[config.mk]
export PLATFORM = sky130hd
export DESIGN_NAME = scan_history_fifo
export DESIGN_NICKNAME = d
export VERILOG_FILES = /design/src/rtl/shfifo_pkg.sv /design/src/rtl/shf_sample_store.sv /design/src/rtl/shf_cfg_check.sv /design/src/rtl/shf_scan_tracker.sv /design/src/rtl/shf_occupancy.sv /design/src/rtl/scan_history_fifo.sv
export SDC_FILE = /design/constraint.sdc
export NUM_CORES = 1
export LEC_CHECK = 0
export BUFFER_PORTS_ARGS = -buffer_cell sky130_fd_sc_hd__buf_2
export CORE_AREA = 5 5 239 195
export CTS_CLUSTER_SIZE = 28
export DETAILED_ROUTE_END_ITERATION = 6
export DIE_AREA = 0 0 244 200
export HOLD_SLACK_MARGIN = 0.08
export PLACE_DENSITY = 0.43
export SETUP_SLACK_MARGIN = 0.02
export SYNTH_ARGS = -nofsm -noshare
export SYNTH_HDL_FRONTEND = slang
export SYNTH_HIERARCHICAL = 1
export SYNTH_SLANG_ARGS = --single-unit
[constraint.sdc]
create_clock -name clk -period 4.35 [get_ports clk]
set_clock_uncertainty 0.15 [all_clocks]
set_input_delay 0.435 -clock clk [delete_from_list [all_inputs] [get_ports clk]]
set_output_delay 0.435 -clock clk [all_outputs]
set_load 0.05 [all_outputs]
[src/rtl/shfifo_pkg.sv]
package shfifo_pkg;

  typedef enum logic {
    PH_PRE  = 1'b0,
    PH_POST = 1'b1
  } acq_phase_e;

endpackage

[src/rtl/shf_sample_store.sv]
module shf_sample_store #(
  parameter int DATA_W = 16,
  parameter int DEPTH  = 16,
  localparam int AW    = $clog2(DEPTH)
) (
  input  logic              clk,
  input  logic              we,
  input  logic [AW-1:0]     waddr,
  input  logic [DATA_W-1:0] wdata,
  input  logic [AW-1:0]     raddr,
  output logic [DATA_W-1:0] rdata
);

  logic [DATA_W-1:0] mem [DEPTH];

  always_ff @(posedge clk) begin
    if (we) mem[waddr] <= wdata;
  end

  assign rdata = mem[raddr];

endmodule

[src/rtl/shf_cfg_check.sv]
module shf_cfg_check #(
  parameter int DEPTH  = 16,
  parameter int CH_MAX = 4,
  parameter int CW     = 3,
  parameter int QW     = 8,
  localparam int PW    = CW + QW
) (
  input  logic [CW-1:0] ch,
  input  logic [QW-1:0] quota,
  output logic [PW-1:0] limit,
  output logic          err
);

  assign limit = PW'(ch) * PW'(quota);

  always_comb begin
    err = 1'b0;
    if (ch == '0)                      err = 1'b1;
    if (32'(ch) > CH_MAX)              err = 1'b1;
    if (quota == '0)                   err = 1'b1;
    if (32'(limit) > DEPTH)            err = 1'b1;
  end

endmodule

[src/rtl/shf_scan_tracker.sv]
module shf_scan_tracker #(
  parameter int QW = 8
) (
  input  logic          clk,
  input  logic          rst_n,
  input  logic          clr,
  input  logic          wr_req,
  input  logic          last,
  input  logic [QW-1:0] quota,
  output logic          drop,
  output logic          done
);

  logic          at_start;
  logic [QW-1:0] scans;

  assign drop = wr_req && at_start && (scans == quota);

  always_ff @(posedge clk or negedge rst_n) begin
    if (!rst_n) begin
      at_start <= 1'b1;
      scans    <= '0;
      done     <= 1'b0;
    end else if (clr) begin
      at_start <= 1'b1;
      scans    <= '0;
      done     <= 1'b0;
    end else if (wr_req) begin
      at_start <= last;
      if (last && scans != quota) scans <= scans + 1'b1;
      if (last && ({1'b0, scans} + 1'b1) == {1'b0, quota}) done <= 1'b1;
    end
  end

  // once raised, the quota flag holds until a clear
  a_r6_done_sticky: assert property (@(posedge clk) disable iff (!rst_n)
    (done && !clr) |=> done);

  // the flag only rises after an accepted end-of-scan sample
  a_r6_done_on_last: assert property (@(posedge clk) disable iff (!rst_n)
    $rose(done) |-> $past(wr_req && last));

endmodule

[src/rtl/shf_occupancy.sv]
module shf_occupancy #(
  parameter int DEPTH = 16,
  parameter int CW    = 3,
  parameter int PW    = 11,
  localparam int AW   = $clog2(DEPTH),
  localparam int LW   = AW + 1
) (
  input  logic          clk,
  input  logic          rst_n,
  input  logic          clr,
  input  logic          in_post,
  input  logic          cfg_err,
  input  logic          s_valid,
  input  logic          m_ready,
  input  logic [CW-1:0] ch,
  input  logic [PW-1:0] limit,
  input  logic          drop,
  output logic          wr_en,
  output logic [AW-1:0] wr_addr,
  output logic [AW-1:0] rd_addr,
  output logic          m_valid,
  output logic [LW-1:0] level,
  output logic          overflow
);

  logic [AW-1:0] wr_ptr, rd_ptr;
  logic [LW-1:0] count;
  logic          full, rd_fire;
  logic [LW-1:0] drop_amt;
  logic [AW-1:0] rd_step;

  assign full     = (count == LW'(DEPTH));
  assign m_valid  = in_post && (count != '0);
  assign rd_fire  = m_valid && m_ready;
  assign wr_en    = s_valid && !clr && (in_post ? !full : !cfg_err);
  assign drop_amt = drop ? LW'(ch) : '0;
  assign rd_step  = rd_fire ? AW'(1) : (drop ? AW'(ch) : '0);

  always_ff @(posedge clk or negedge rst_n) begin
    if (!rst_n) begin
      wr_ptr   <= '0;
      rd_ptr   <= '0;
      count    <= '0;
      overflow <= 1'b0;
    end else if (clr) begin
      wr_ptr   <= '0;
      rd_ptr   <= '0;
      count    <= '0;
      overflow <= 1'b0;
    end else begin
      if (wr_en) wr_ptr <= wr_ptr + 1'b1;
      rd_ptr <= rd_ptr + rd_step;
      count  <= count + LW'(wr_en) - LW'(rd_fire) - drop_amt;
      if (s_valid && in_post && full) overflow <= 1'b1;
    end
  end

  assign wr_addr = wr_ptr;
  assign rd_addr = rd_ptr;
  assign level   = count;

  // in pre-trigger the read side moves only on a scan drop
  a_r3_rd_frozen_pre: assert property (@(posedge clk) disable iff (!rst_n)
    (!in_post && !clr && !drop) |=> $stable(rd_ptr));

  // pre-trigger history never exceeds the programmed sample quota
  a_r5_pre_bound: assert property (@(posedge clk) disable iff (!rst_n)
    (!in_post && !clr && !cfg_err) |-> (32'(count) <= 32'(limit)));

  // an illegal setting stores nothing in pre-trigger
  a_r2_err_no_store: assert property (@(posedge clk) disable iff (!rst_n)
    (!in_post && cfg_err && !clr) |=> $stable(count));

  // overflow is sticky until a clear
  a_r8_ovf_sticky: assert property (@(posedge clk) disable iff (!rst_n)
    (overflow && !clr) |=> overflow);

  // the fill level never passes the storage depth
  a_r8_level_cap: assert property (@(posedge clk) disable iff (!rst_n)
    32'(count) <= DEPTH);

endmodule

[src/rtl/scan_history_fifo.sv]
module scan_history_fifo
  import shfifo_pkg::*;
#(
  parameter int DATA_W = 16,
  parameter int DEPTH  = 16,
  parameter int CH_MAX = 4,
  parameter int QW     = 8,
  localparam int CW    = $clog2(CH_MAX + 1),
  localparam int AW    = $clog2(DEPTH),
  localparam int LW    = AW + 1,
  localparam int PW    = CW + QW
) (
  input  logic              clk,
  input  logic              rst_n,
  input  logic              clr,
  input  logic              phase_post,
  input  logic [CW-1:0]     n_chan,
  input  logic [QW-1:0]     pre_scans,
  input  logic              smp_valid,
  output logic              smp_ready,
  input  logic [DATA_W-1:0] smp_data,
  input  logic              smp_last,
  output logic              rd_valid,
  input  logic              rd_ready,
  output logic [DATA_W-1:0] rd_data,
  output logic [LW-1:0]     level,
  output logic              pre_done,
  output logic              overflow,
  output logic              cfg_error
);

  acq_phase_e    phase;
  logic [PW-1:0] limit;
  logic          pre_wr_req, drop, wr_en;
  logic [AW-1:0] wr_addr, rd_addr;

  assign phase      = acq_phase_e'(phase_post);
  assign smp_ready  = !clr;
  assign pre_wr_req = smp_valid && !clr && (phase == PH_PRE) && !cfg_error;

  shf_cfg_check #(.DEPTH(DEPTH), .CH_MAX(CH_MAX), .CW(CW), .QW(QW)) u_cfg (
    .ch(n_chan), .quota(pre_scans), .limit(limit), .err(cfg_error)
  );

  shf_scan_tracker #(.QW(QW)) u_track (
    .clk(clk), .rst_n(rst_n), .clr(clr), .wr_req(pre_wr_req),
    .last(smp_last), .quota(pre_scans), .drop(drop), .done(pre_done)
  );

  shf_occupancy #(.DEPTH(DEPTH), .CW(CW), .PW(PW)) u_occ (
    .clk(clk), .rst_n(rst_n), .clr(clr), .in_post(phase == PH_POST),
    .cfg_err(cfg_error), .s_valid(smp_valid), .m_ready(rd_ready),
    .ch(n_chan), .limit(limit), .drop(drop), .wr_en(wr_en),
    .wr_addr(wr_addr), .rd_addr(rd_addr), .m_valid(rd_valid),
    .level(level), .overflow(overflow)
  );

  shf_sample_store #(.DATA_W(DATA_W), .DEPTH(DEPTH)) u_store (
    .clk(clk), .we(wr_en), .waddr(wr_addr), .wdata(smp_data),
    .raddr(rd_addr), .rdata(rd_data)
  );

  // input never stalls outside a clear
  a_r9_ready_open: assert property (@(posedge clk) disable iff (!rst_n)
    !clr |-> smp_ready);

  // nothing is presented to the reader during pre-trigger
  a_r3_no_read_pre: assert property (@(posedge clk) disable iff (!rst_n)
    (phase == PH_PRE) |-> !rd_valid);

endmodule

* Word level (Yosys, flattened, before mapping) *
Memories as Yosys holds them, arrays and structs flattened.
Index checks and enable logic that the tools add are counted.

cells by class
  reduce and logical (&&, ||, !) cells = 25
  $add $sub $neg = 7
  $mul = 1
  order comparisons = 2
  bitwise gates (word level) = 1
  muxes and demuxes = 24
  equality and inequality tests = 4

operator list
  cell                                                                   count
  8-bit two-way mux                                                      3
  4-bit two-way mux                                                      4
  1-bit two-way mux                                                      14
  1-bit logical AND                                                      12
  11-bit by 5-bit > comparator with 1-bit output, second input constant  1
  3-bit by 8-bit multiplier with 11-bit output                           1
  2-bit nonzero test                                                     5
  8-bit by 1-bit adder with 9-bit output, second input constant          1
  9-bit by 8-bit == test with 1-bit output                               1
  8-bit by 1-bit adder with 8-bit output, second input constant          1
  8-bit == test                                                          1
  8-bit zero test                                                        1
  8-bit != test                                                          1
  3-bit two-way mux                                                      2
  5-bit by 1-bit adder with 5-bit output                                 1
  5-bit == test, second input constant                                   1
  5-bit two-way mux                                                      1
  5-bit nonzero test                                                     1
  5-bit by 1-bit subtractor with 5-bit output                            1
  5-bit subtractor                                                       1
  4-bit by 1-bit adder with 4-bit output, second input constant          1
  4-bit adder                                                            1
  2-bit AND reduction                                                    2
  3-bit > comparator, second input constant                              1
  3 further kinds                                                        5

word-level totals
  memories kept = 1
  flip-flop bits (word level) = 24
  memory bits (writable) = 256
  input port bits = 34

memories
  name         depth  bits a word  rd ports  clocked after memory_dff  write ports  line                    source
  u_store.mem  16     16           1         0                         1            shf_sample_store.sv:14  logic [DATA_W-1:0] mem [DEPTH];

* Longest topological paths before layout *
Gate-level depths: netlist (run 1).

  depth in word-level cells = 13
  depth in mapped cells = 21

* Cells and area by module *
The synthesis (run 1) kept the hierarchy.

by module, submodules not included
  module             sequential area each (um^2)  area an instance (um^2)  cells an instance  times used
  shf_sample_store   7687.4                       9723.1                   416                1
  shf_occupancy      350.3                        892.1                    84                 1
  shf_scan_tracker   251.5                        774.5                    79                 1
  shf_cfg_check      0.0                          721.9                    102                1
  scan_history_fifo  0.0                          18.8                     2                  1

* Worst setup path after synthesis (run 1) *
No wires, ideal clock.

  path type = in2reg
  start = input n_chan[2]
  end = memory u_store.mem[0][0], enable pin
  slack = -2051 ps
  setup time = 409 ps
  stages = 16
  data required time = 3791 ps
  arrival = 5842 ps
  cells stage by stage = clkbuf_1 -> and2_1 -> fa_1 -> ha_1 -> inv_1 -> fa_1 -> clkinv_1 -> or4_1 -> a221o_1 -> nor3_2 -> o2111ai_1 -> nand2b_1 -> o2111ai_4 -> inv_4 -> or3b_2 -> nor3_1

RTL lines
  what                                            line                     source
  start, declared                                 scan_history_fifo.sv:17  input logic [CW-1:0] n_chan,
  3-bit by 8-bit multiplier with 11-bit output    shf_cfg_check.sv:14      assign limit = PW'(ch) * PW'(quota);
  net limit[3]                                    scan_history_fifo.sv:33  logic [PW-1:0] limit;
  11-bit by 5-bit > comparator with 1-bit output  shf_cfg_check.sv:21      if (32'(limit) > DEPTH) err = 1'b1;
  1-bit two-way mux                               shf_cfg_check.sv:21
  net cfg_error                                   scan_history_fifo.sv:29  output logic cfg_error
  1-bit zero test                                 shf_occupancy.sv:35      assign wr_en = s_valid && !clr && (in_post ? !full : !cfg_err);
  1-bit two-way mux                               shf_occupancy.sv:35
  1-bit logical AND                               shf_occupancy.sv:35
  net wr_en                                       scan_history_fifo.sv:34  logic pre_wr_req, drop, wr_en;
  1-bit two-way mux                               shf_sample_store.sv:17   if (we) mem[waddr] <= wdata;
  1-bit two-way mux (not written as such)         shf_sample_store.sv:17
  end, declared                                   shf_sample_store.sv:14

The timed path passes the listed nets, and every way through them passes these cells.

* Worst setup path in the final report (run 1) *
  start = input pre_scans[2]
  end = register u_occ.count[2] (netlist: u_occ/level[2])

on the way
  cells in the longest elaborated chain, start to end = 10

ends and longest elaborated chain
  what                                            line                     source
  start, declared                                 scan_history_fifo.sv:18  input logic [QW-1:0] pre_scans,
  3-bit by 8-bit multiplier with 11-bit output    shf_cfg_check.sv:14
  net limit[3]                                    scan_history_fifo.sv:33
  11-bit by 5-bit > comparator with 1-bit output  shf_cfg_check.sv:21
  1-bit two-way mux                               shf_cfg_check.sv:21
  1-bit zero test                                 scan_history_fifo.sv:39  assign pre_wr_req = smp_valid && !clr && (phase == PH_PRE) && !cfg_error;
  1-bit logical AND                               scan_history_fifo.sv:39
  net pre_wr_req                                  scan_history_fifo.sv:34
  1-bit logical AND (2 in series)                 shf_scan_tracker.sv:17   assign drop = wr_req && at_start && (scans == quota);
  net drop                                        scan_history_fifo.sv:34
  3-bit two-way mux                               shf_occupancy.sv:36      assign drop_amt = drop ? LW'(ch) : '0;
  5-bit subtractor                                shf_occupancy.sv:53      count <= count + LW'(wr_en) - LW'(rd_fire) - drop_amt;
  5-bit two-way mux                               shf_occupancy.sv:45      end else if (clr) begin
  end signal, assigned                            shf_occupancy.sv:53
  end, declared                                   shf_occupancy.sv:27      logic [LW-1:0] count;

The timed path passes the listed nets, and every way through them passes these cells.
A chain may end at the register's enable or synchronous reset.

==> run metrics, run 1 <==
Core Util, Final a little over a third; share of cells above drive strength 1 37.0%; level count of the clock H-tree 1; Clock Power Share approximately two fifths; endpoints failing setup between 200 and 250; Crit-path slowest cell fa_1; Worst EP required around 4600 ps; IO Port Bufs 59; worst flop-to-flop path startpoint u_track/scans[3]; Reg area 8290 um^2; RSZ-0062 raised after global routing true; combinational power share between 10% and 20%; Placement Cell Area roughly 14000 um^2; CTS tree yes; DR vias/cell between 4 and 5; Sw Share 24.8%; Final WS setup -745 ps; post-route cell area between 15000 and 20000 um^2; worst path bufs/invs 4; Synth-to-Final Area Change 27.3%; maximum vdd drop 0.265 mV; core area 43900 um^2; P_int between 4 and 5 mW; hold path cells 1; Die X around 240 um; register share of total power between 40 and 50%; total of max-cap violations 0; final net count 911; Ant. Diodes 0; Placer Congestion 0.724; critical path launch point type input pin; post-route ant nets 0; worst r2r path cells 10; DR pass1 iterations 4; CTS Root Cell clkbuf_16; Reg2Reg Capture Point u_occ/level[2]; Core Rows 69; # DRC 0; min-delay worst type input pin to register; mean post-synth cell area around 18 um^2; Psw about 1.6 mW; clock buffer depth 3; Worst Min Path Start smp_data[7]; crit path DAT around 5400 ps; max_slew headroom a little over a third; Congestion Overflow GR 0; Fmax achieved 196 MHz; total power per unit cell area approximately 430 nW/um^2; Worst-Skew Late Latency 560 ps; I/O Pins 60; Initial DRC Count between 300 and 400; All-Layer GR Usage 12.3%; first-pass GRT wire length approximately 46 mm; worst slew pin tran 971 ps; Critical Path End Type register; hpwl dp 18.5 mm; initial antenna violation count 1; effective utilization at floorplan ~28%; Setup CP Type input pin to register; Post-Layout Cell Count roughly 1400; CP Cell Sequence buf_6 -> and2_4 -> fa_1 -> ha_2 -> inv_2 -> fa_1 -> inv_2 -> or4_1 -> a221o_1 -> nor3_2 -> o2111ai_4 -> nor4b_4 -> and4_1 -> nand2_2 -> fa_2 -> fa_1 -> ha_4 -> inv_2 -> fa_2 -> nor2_1; Pins Over Slew Limit 0; wire per inst around 21 um; vias around 6500; Setup WS pre-CTS -1470 ps; status complete, but fails checks; worst-path fanout max 2; area occupied by multi-input gates just under 4000 um^2; Die Ht approximately 200 um; clock-pin slew on the worst setup and hold paths 60 ps; drt total wl approximately 30 mm; vias in the first global route between 7000 and 8000; Hold Vio Cnt, Final 0; Leak Pwr between 5 and 6 nW; number of buffers created by CTS 31; FILL cells between 4000 and 5000; Syn Inst Count 679; Die Footprint approximately 49000 um^2; Crit path largest cell delay about 550 ps; Sink Count 280; Total Power ~6.6 mW; failing checks negative setup slack; Mapped Nets 746; Final min period about 5100 ps; critical path's top delay family adder cells; Post-Synthesis Cell Area ~12000 um^2; Final period util 117%; pin count of the biggest net entering global routing 33; worst reg-to-reg setup slack just over 900 ps; WHS Endpoint u_store/mem[13][7]; yosys warns 6; DP Cell Count around 1400
[per-layer routing]
metal	up-vias	GRT usage, %	routed length, um
met5	-	0	13
met4	2	2.51	529
met3	38	2.04	936
met2	95	21.2	14600
met1	3384	16.8	13900
li1	3021	-	-
[through the flow]
stage	hold slack (ps)	setup TNS, ps
after floorplan	-10.6	-144110
after global placement	330	-150130
after detailed placement	337	-159350
after CTS	80.9	-13500
after global routing	90.2	-60910
final	109	-29860
[power by group through the flow]
stage	clock network, mW	logic (mW)	registers (mW)
finish	2.58	1.02	3.04
detailed placement	0	1.02	3.10
floorplan	0	0.725	3.11
CTS	2.66	1.03	3.05
global route	2.80	1.11	3.05
global placement	0	1.01	3.11
[worst max path at each step]
stage               cells past startpoint    startpoint             end  slack (ps)
finish                                 20  pre_scans[2]  u_occ/level[2]        -740
global route                           21  pre_scans[2]  u_occ/level[3]        -890
CTS                                    20     n_chan[0]  u_occ/level[2]        -710
detailed placement                     20  pre_scans[2]  u_occ/level[2]       -1470
global placement                       20  pre_scans[2]  u_occ/level[2]       -1340
floorplan                              20     n_chan[0]  u_occ/level[2]       -1450
[layout make-up]
cell class	instances	area share [%]
Multi-Input combinational cell	341	24.9
Sequential cell	280	53.8
Timing Repair Buffer	159	9.35
Tap cell	568	4.61
Inverter	31	0.771
Clock inverter	13	1.08
Clock buffer	43	5.45
[repair_timing]
action | 4_1_cts | 5_1_grt
buffers inserted | 20 | 6
cloned | 2 | 0
endpoints found under the hold margin | 65 | 0
pin swaps | 18 | 9
gates resized for setup | 22 | 11
hold buffers | 5 | 0
setup endpoints to repair | 139 | 275
[cell usage in the layout, fill, tap and decap left out, drive strengths merged, types with 5 or more instances in the layout]
master       instances
xnor2               10
and2                13
a21oi               18
inv                 31
buf                154
edfxtp             256
nor2b                7
nand3                8
xor2                15
nor2                31
fa                  11
ha                  22
o21ai                5
clkinv               7
mux4                64
nand2               46
dlygate4sd3          5
dfrtp               23
clkbuf              43
nor3                 7
a22oi               33
nor4                 5
[registers in the layout (all words and copies together) (netlist names)]
signal / count
u_occ/overflow: 1
u_track/done: 1
u_track/scans: 8
u_track/at_start: 1
u_store/mem: 256
u_occ/wr_addr: 4
u_occ/rd_addr: 4
u_occ/level: 5
Power figures use the tool's default switching activity.
==> run 2: changes to the inputs <==
--- a/config.mk
+++ b/config.mk
@@ -7,6 +7,7 @@
 export LEC_CHECK = 0
 export BUFFER_PORTS_ARGS = -buffer_cell sky130_fd_sc_hd__buf_2
 export CORE_AREA = 5 5 239 195
+export CTS_CLUSTER_DIAMETER = 100
 export CTS_CLUSTER_SIZE = 28
 export DETAILED_ROUTE_END_ITERATION = 6
 export DIE_AREA = 0 0 244 200
==> constraint.sdc (replaced) <==
create_clock -name clk -period 5.15 [get_ports clk]
set_clock_uncertainty 0.15 [all_clocks]
set_input_delay 0.515 -clock clk [delete_from_list [all_inputs] [get_ports clk]]
set_output_delay 0.515 -clock clk [all_outputs]
set_load 0.05 [all_outputs]
==> run 2 against run 1 <==
The run still ends with negative setup slack left. Non-clock buffer count fell by 28. Sequential share of layout area rose by 4.1 points. Worst setup slack improved by 720 ps. Design area fell by 7.1%. Count of clock-buffer cells in the layout fell by 28. Combinational power fell by 18%. First-iteration DRC count rose by 14%. Core utilization fell by 2.5 points.
==> run metrics, run 2 (synthesis results as in run 1) <==
Die Ht 200 um (unchanged); Post-Layout Cell Count 1371 (-4.5%); min-delay worst type input pin to register; CTS Root Cell clkbuf_16; DR vias/cell 4.56 (about the same); level count of the clock H-tree 1 (unchanged); I/O Pins 60 (unchanged); CP startpoint pre_scans[2]; Core Rows 69 (unchanged); Hold Vio Cnt, Final 0 (unchanged); commonest non-fill, non-tap cell in the layout edfxtp_1; status complete, but fails checks; Worst Setup EP u_occ/level[2]; worst reg-to-reg setup slack 1510 ps (+590 ps); number of buffers created by CTS 15 (-52%); DP Cell Count 1344 (-1.1%); # DRC 0 (unchanged); worst slew pin tran 1060 ps (+94.0 ps); drt total wl 27.5 mm (-8.3%); Synth-to-Final Area Change 18.3%; RSZ-0062 raised after global routing true; Die Footprint 48800 um^2 (unchanged); final net count 867 (-4.8%); first-pass GRT wire length 42.6 mm (-6.7%); Worst EP required 5380 ps (+760 ps); effective utilization at floorplan 27.6% (unchanged); worst r2r path cells 10 (unchanged); CTS tree yes; max_slew headroom 28.7% (-6.3 points); worst-path fanout max 2 (unchanged); vias in the first global route 6717 (-5.9%); pin count of the biggest net entering global routing 39 (+18%); CP Cell Sequence buf_6 -> and2_4 -> fa_1 -> ha_2 -> inv_2 -> fa_1 -> inv_2 -> or4_1 -> a221o_1 -> nor3_2 -> o2111ai_4 -> nor4b_2 -> and4_1 -> nand2_2 -> fa_2 -> fa_1 -> ha_4 -> inv_2 -> fa_2 -> nor2_2; most frequent cells in the layout 256 x edfxtp_1, 56 x buf_2, 56 x buf_4, 54 x mux4_2, 44 x nand2_1; initial antenna violation count 0 (-1); hpwl dp 17.9 mm (-2.8%); Final min period ~5200 ps; setup TNS -40.8 ps (+29820 ps); Placer Congestion 0.735 (+1.5%); Crit path largest cell delay 530 ps (-20 ps); total power per unit cell area 328 nW/um^2 (-24%); crit path DAT 5410 ps (+40 ps); wire per inst 20.0 um (-4.0%); Final period util 101%; FILL cells 4255 (+3.0%); Pins Over Slew Limit 0 (unchanged); All-Layer GR Usage 11.4% (-0.93 points); Crit-path slowest cell fa_1; IO Port Bufs 59 (unchanged); Worst-Skew Late Latency 500 ps (-60 ps); maximum vdd drop 0.150 mV (-43%); Final WS setup -26.2 ps (+719 ps); clock-pin slew on the worst setup and hold paths 100 ps (+40 ps); Ant. Diodes 0 (unchanged); post-route ant nets 0 (unchanged); critical path launch point type input pin; Reg2Reg Capture Point u_occ/level[2]; endpoints failing setup 2 (-99%); Setup WS pre-CTS -686 ps (+781 ps); Top reg by flops u_store/mem; total of max-cap violations 0 (unchanged); failing checks negative setup slack; clock buffer depth 3 (unchanged); Largest register FFs 256 (unchanged); Congestion Overflow GR 0 (unchanged); worst flop-to-flop path startpoint u_track/scans[3]; Sink Count 280 (unchanged); Leak Pwr 4.80 nW (-9.2%); DR pass1 iterations 4 (unchanged); Fmax achieved approximately 190 MHz; Setup CP Type input pin to register; Critical Path End Type register; Initial DRC Count 350 (+14%); Die X 244 um (unchanged); share of cells above drive strength 1 32.8% (-4.3 points); core area 43900 um^2 (unchanged); vias 6249 (-4.4%)
-- run 2: changes by cell type in the layout (fill, tap and decap cells not counted), sizes merged --
cell / previous run / this run
buf: 154 / 130
bufinv: 4 / 0
clkbuf: 43 / 15
clkinv: 7 / 4
clkinvlp: 2 / 1
dlygate4sd3: 5 / 1
-- run 2: critical path, delay by kind of cell --
family	cells	cell delay (ps)
adders and majority gates	7	2760
buffers and inverters	4	190
AOI/OAI and AO/OA	2	480
and+or+nand+nor	7	1440
-- run 2: stage by stage --
step	utilization [%]	area (um^2)	hold slack (ps)	total power, mW
2_1_floorplan	-	12300	69.4	3.23
3_3_place_gp	31.4	13800	326	3.48
3_5_place_dp	31.4	13800	330	3.48
4_1_cts	32.6	14300	166	4.80
5_1_grt	32.7	14300	202	4.95
6_report	32.7	14300	184	4.70
-- run 2: routing by layer --
| layer | global-route usage (%) | vias up | wire, um |
|---|---|---|---|
| li1 | - | 2913 | - |
| met5 | 0 | - | 0 |
| met3 | 1.76 | 22 | 1150 |
| met1 | 16.3 | 3236 | 13000 |
| met2 | 19.0 | 78 | 12900 |
| met4 | 1.94 | 0 | 392 |
-- run 2: report_power, final --
part	switching (mW)	internal [mW]
clock network	0.734	0.557
registers	0.0711	2.50
logic	0.463	0.368
total	1.27	3.43
-- run 2: worst min-delay path by stage --
stage                         startpoint             end  slack [ps]  cells after the start
final                          smp_valid  u_occ/overflow         180                      3
after CTS                      smp_valid  u_occ/overflow         170                      3
after global routing           smp_valid  u_occ/overflow         200                      3
after global placement    u_occ/overflow  u_occ/overflow         330                      2
after floorplan                    rst_n  u_occ/level[0]          70                      0
after detailed placement  u_occ/overflow  u_occ/overflow         330                      2
-- run 2: final cells by class --
cell class,count,area [um^2],share of cell area (%)
Clock buffer,15,375,2.62
Clock inverter,5,78.8,0.550
Inverter,31,119,0.830
Multi-Input combinational cell,341,3700,25.9
Sequential cell,280,8290,57.9
Tap cell,568,711,4.96
Timing Repair Buffer,131,1040,7.29
-- run 2: what timing repair did --
item / CTS / global route
pin swaps: 5 / 1
setup buffers: 5 / 1
hold buffers: 1 / 0
setup endpoints to repair: 3 / 4
hold endpoints to repair: 23 / 0
resized for setup: 1 / 5
==> run 3: changes to the inputs <==
--- a/config.mk
+++ b/config.mk
@@ -6,13 +6,13 @@
 export NUM_CORES = 1
 export LEC_CHECK = 0
 export BUFFER_PORTS_ARGS = -buffer_cell sky130_fd_sc_hd__buf_2
-export CORE_AREA = 5 5 239 195
+export CORE_AREA = 5 5 179 146
 export CTS_CLUSTER_DIAMETER = 100
 export CTS_CLUSTER_SIZE = 28
 export DETAILED_ROUTE_END_ITERATION = 6
-export DIE_AREA = 0 0 244 200
+export DIE_AREA = 0 0 184 151
 export HOLD_SLACK_MARGIN = 0.08
-export PLACE_DENSITY = 0.43
+export PLACE_DENSITY = 0.69
 export SETUP_SLACK_MARGIN = 0.02
 export SYNTH_ARGS = -nofsm -noshare
 export SYNTH_HDL_FRONTEND = slang
==> run 3 against run 2 <==
The flow still finishes with violations (negative setup slack). Sequential cell count did not move. Critical path depth did not move. Worst setup slack got worse by 150 ps. Combinational power is 4.9% lower. Register-to-register slack improved by 20 ps. Sequential power about the same. Clock power is 6% lower. Worst hold slack worse by 6.2 ps. Maximum frequency down 2.8%. Power fell by 2.1%. Non-clock buffer count is 9 lower. Design area is 3.5% lower. Critical path type unchanged. Largest cell class unchanged.
==> run metrics, run 3 (synthesis results as in run 1) <==
vias in the first global route 6717 (unchanged); worst flop-to-flop path startpoint u_track/scans[0]; CTS Root Cell clkbuf_16; total of max-cap violations 0 (unchanged); status complete, but fails checks; Fmax achieved 188 MHz (-2.8%); core area 24100 um^2 (-45%); Congestion Overflow GR 0 (unchanged); Die X 184 um (-25%); endpoints failing setup 3 (+1); vias 6496 (+4.0%); Largest register FFs 256 (unchanged); most frequent cells in the layout 256 x edfxtp_1, 57 x buf_2, 54 x mux4_2, 51 x buf_4, 44 x nand2_1; initial antenna violation count 2 (+2); worst reg-to-reg setup slack 1530 ps (+20 ps); Worst EP required 5350 ps (-30 ps); Worst Setup EP u_occ/level[2]; Core Util, Final 57.3% (+25 points); clock-pin slew on the worst setup and hold paths 100 ps (about the same); wire per inst 22.8 um (+14%); All-Layer GR Usage 18.6% (+7.2 points); # DRC 0 (unchanged); CTS tree yes; final net count 857 (-1.2%); Setup CP Type input pin to register; drt total wl 25.3 mm (-7.8%); Hold WS 178 ps (-6.16 ps); Placer Congestion 0.827 (+13%); DR pass1 iterations 5 (+1); Synth-to-Final Area Change 14.2%; DR vias/cell 5.85 (+28%); Ant. Diodes 0 (unchanged); share of cells above drive strength 1 31.4% (-1.3 points); pin count of the biggest net entering global routing 55 (+41%); maximum vdd drop 0.217 mV (+44%); total power per unit cell area 333 nW/um^2 (+1.4%); Critical Path End Type register; Hold Vio Cnt, Final 0 (unchanged); Final WS setup -175 ps (-148 ps); Top reg by flops u_store/mem; worst r2r path cells 10 (unchanged); Pins Over Slew Limit 0 (unchanged); critical path launch point type input pin; Core Rows 51 (-26%); CP startpoint pre_scans[0]; number of buffers created by CTS 14 (-1); I/O Pins 60 (unchanged); post-route ant nets 0 (unchanged); Total Power 4.60 mW (-2.1%); post-route cell area 13800 um^2 (-3.5%); min-delay worst type input pin to register; IO Port Bufs 59 (unchanged); FILL cells 1807 (-58%); Worst-Skew Late Latency 490 ps (about the same); Die Footprint 27800 um^2 (-43%); RSZ-0062 raised after global routing true; effective utilization at floorplan 50.2% (+23 points); crit path DAT 5530 ps (+120 ps); first-pass GRT wire length 39.4 mm (-7.4%); Leak Pwr 4.74 nW (-1.2%); commonest non-fill, non-tap cell in the layout edfxtp_1; Die Ht 151 um (-25%); Initial DRC Count 510 (+46%); worst-path fanout max 2 (unchanged); level count of the clock H-tree 1 (unchanged); failing checks negative setup slack; Placement Cell Area 13400 um^2 (-3.1%); hpwl dp 15.8 mm (-12%); Reg2Reg Capture Point u_occ/level[2]; Final min period 5320 ps (+148 ps); Final period util 103% (+2.9 points); max_slew headroom 29.6% (+0.90 points); clock buffer depth 3 (unchanged); worst slew pin tran 1060 ps (-8.70 ps); Sink Count 280 (unchanged)
## run 3: changes by cell type in the layout (fill, tap and decap cells not counted), moves of 2 or more
cell	change
nor2b_1	+2
buf_12	-4
buf_4	-5
clkinv_8	-2
nor3_2	+3
nor2b_2	-2
nor3_4	-3
## run 3: layout make-up
class | instances | area [um^2] | share of cell area [%]
Clock buffer | 15 | 375 | 2.71
Clock inverter | 3 | 32.5 | 0.235
Inverter | 31 | 119 | 0.860
Timing Repair Buffer | 122 | 921 | 6.66
Multi-Input combinational cell | 341 | 3690 | 26.7
Tap cell | 318 | 398 | 2.88
Sequential cell | 280 | 8290 | 60.0
## run 3: routing by layer
layer  GRT usage (%)  share of wire, %  wire [um]  vias up
met5               0              0.13         33        -
met4            2.25              0.90        227        4
met3            3.12               6.3       1600       26
met2            32.2                51      12800      188
met1            26.0                42      10600     3393
li1                -                 -          -     2885
## run 3: critical path, cell delays in order
cell	delay, ps
buf_6	90
and2_4	150
fa_1	560
ha_2	190
inv_2	40
fa_1	530
inv_2	40
or4_4	410
a221o_1	380
nor3_2	200
o2111ai_4	160
nor4b_4	290
and4_1	260
nand2_2	90
fa_2	350
fa_1	540
ha_4	150
inv_2	40
fa_2	520
nor2_2	30
## run 3: repair_timing
action                                  CTS  global route
cloned                                    0             0
hold buffers                              1             0
endpoints found under the setup margin    3             4
gates resized for setup                   4             3
pin swaps                                12             0
endpoints found under the hold margin    23             0
setup buffers                             3             0
## run 3: power by group
part           leakage [nW]  internal, mW  switching (mW)  total, mW
logic                  1.92         0.364           0.427      0.791
registers              2.63          2.50          0.0912       2.60
clock network         0.198         0.540           0.674       1.21
## run 3: worst min-delay path by stage
stage | start | endpoint | slack [ps] | cells past startpoint
after floorplan | rst_n | u_occ/level[0] | 70 | 0
after global placement | u_occ/overflow | u_occ/overflow | 320 | 2
after detailed placement | u_occ/overflow | u_occ/overflow | 340 | 2
after CTS | smp_valid | u_occ/overflow | 150 | 3
after global routing | smp_valid | u_occ/overflow | 190 | 3
final | smp_valid | u_occ/overflow | 180 | 3
## run 3: stage by stage
| step | setup TNS [ps] | setup slack, ps | instances |
|---|---|---|---|
| after floorplan | -5300 | -727 | 679 |
| after global routing | -845 | -300 | 1110 |
| after detailed placement | -3810 | -838 | 1088 |
| after CTS | -314 | -142 | 1110 |
| final | -414 | -175 | 1110 |
| after global placement | -2570 | -650 | 1088 |
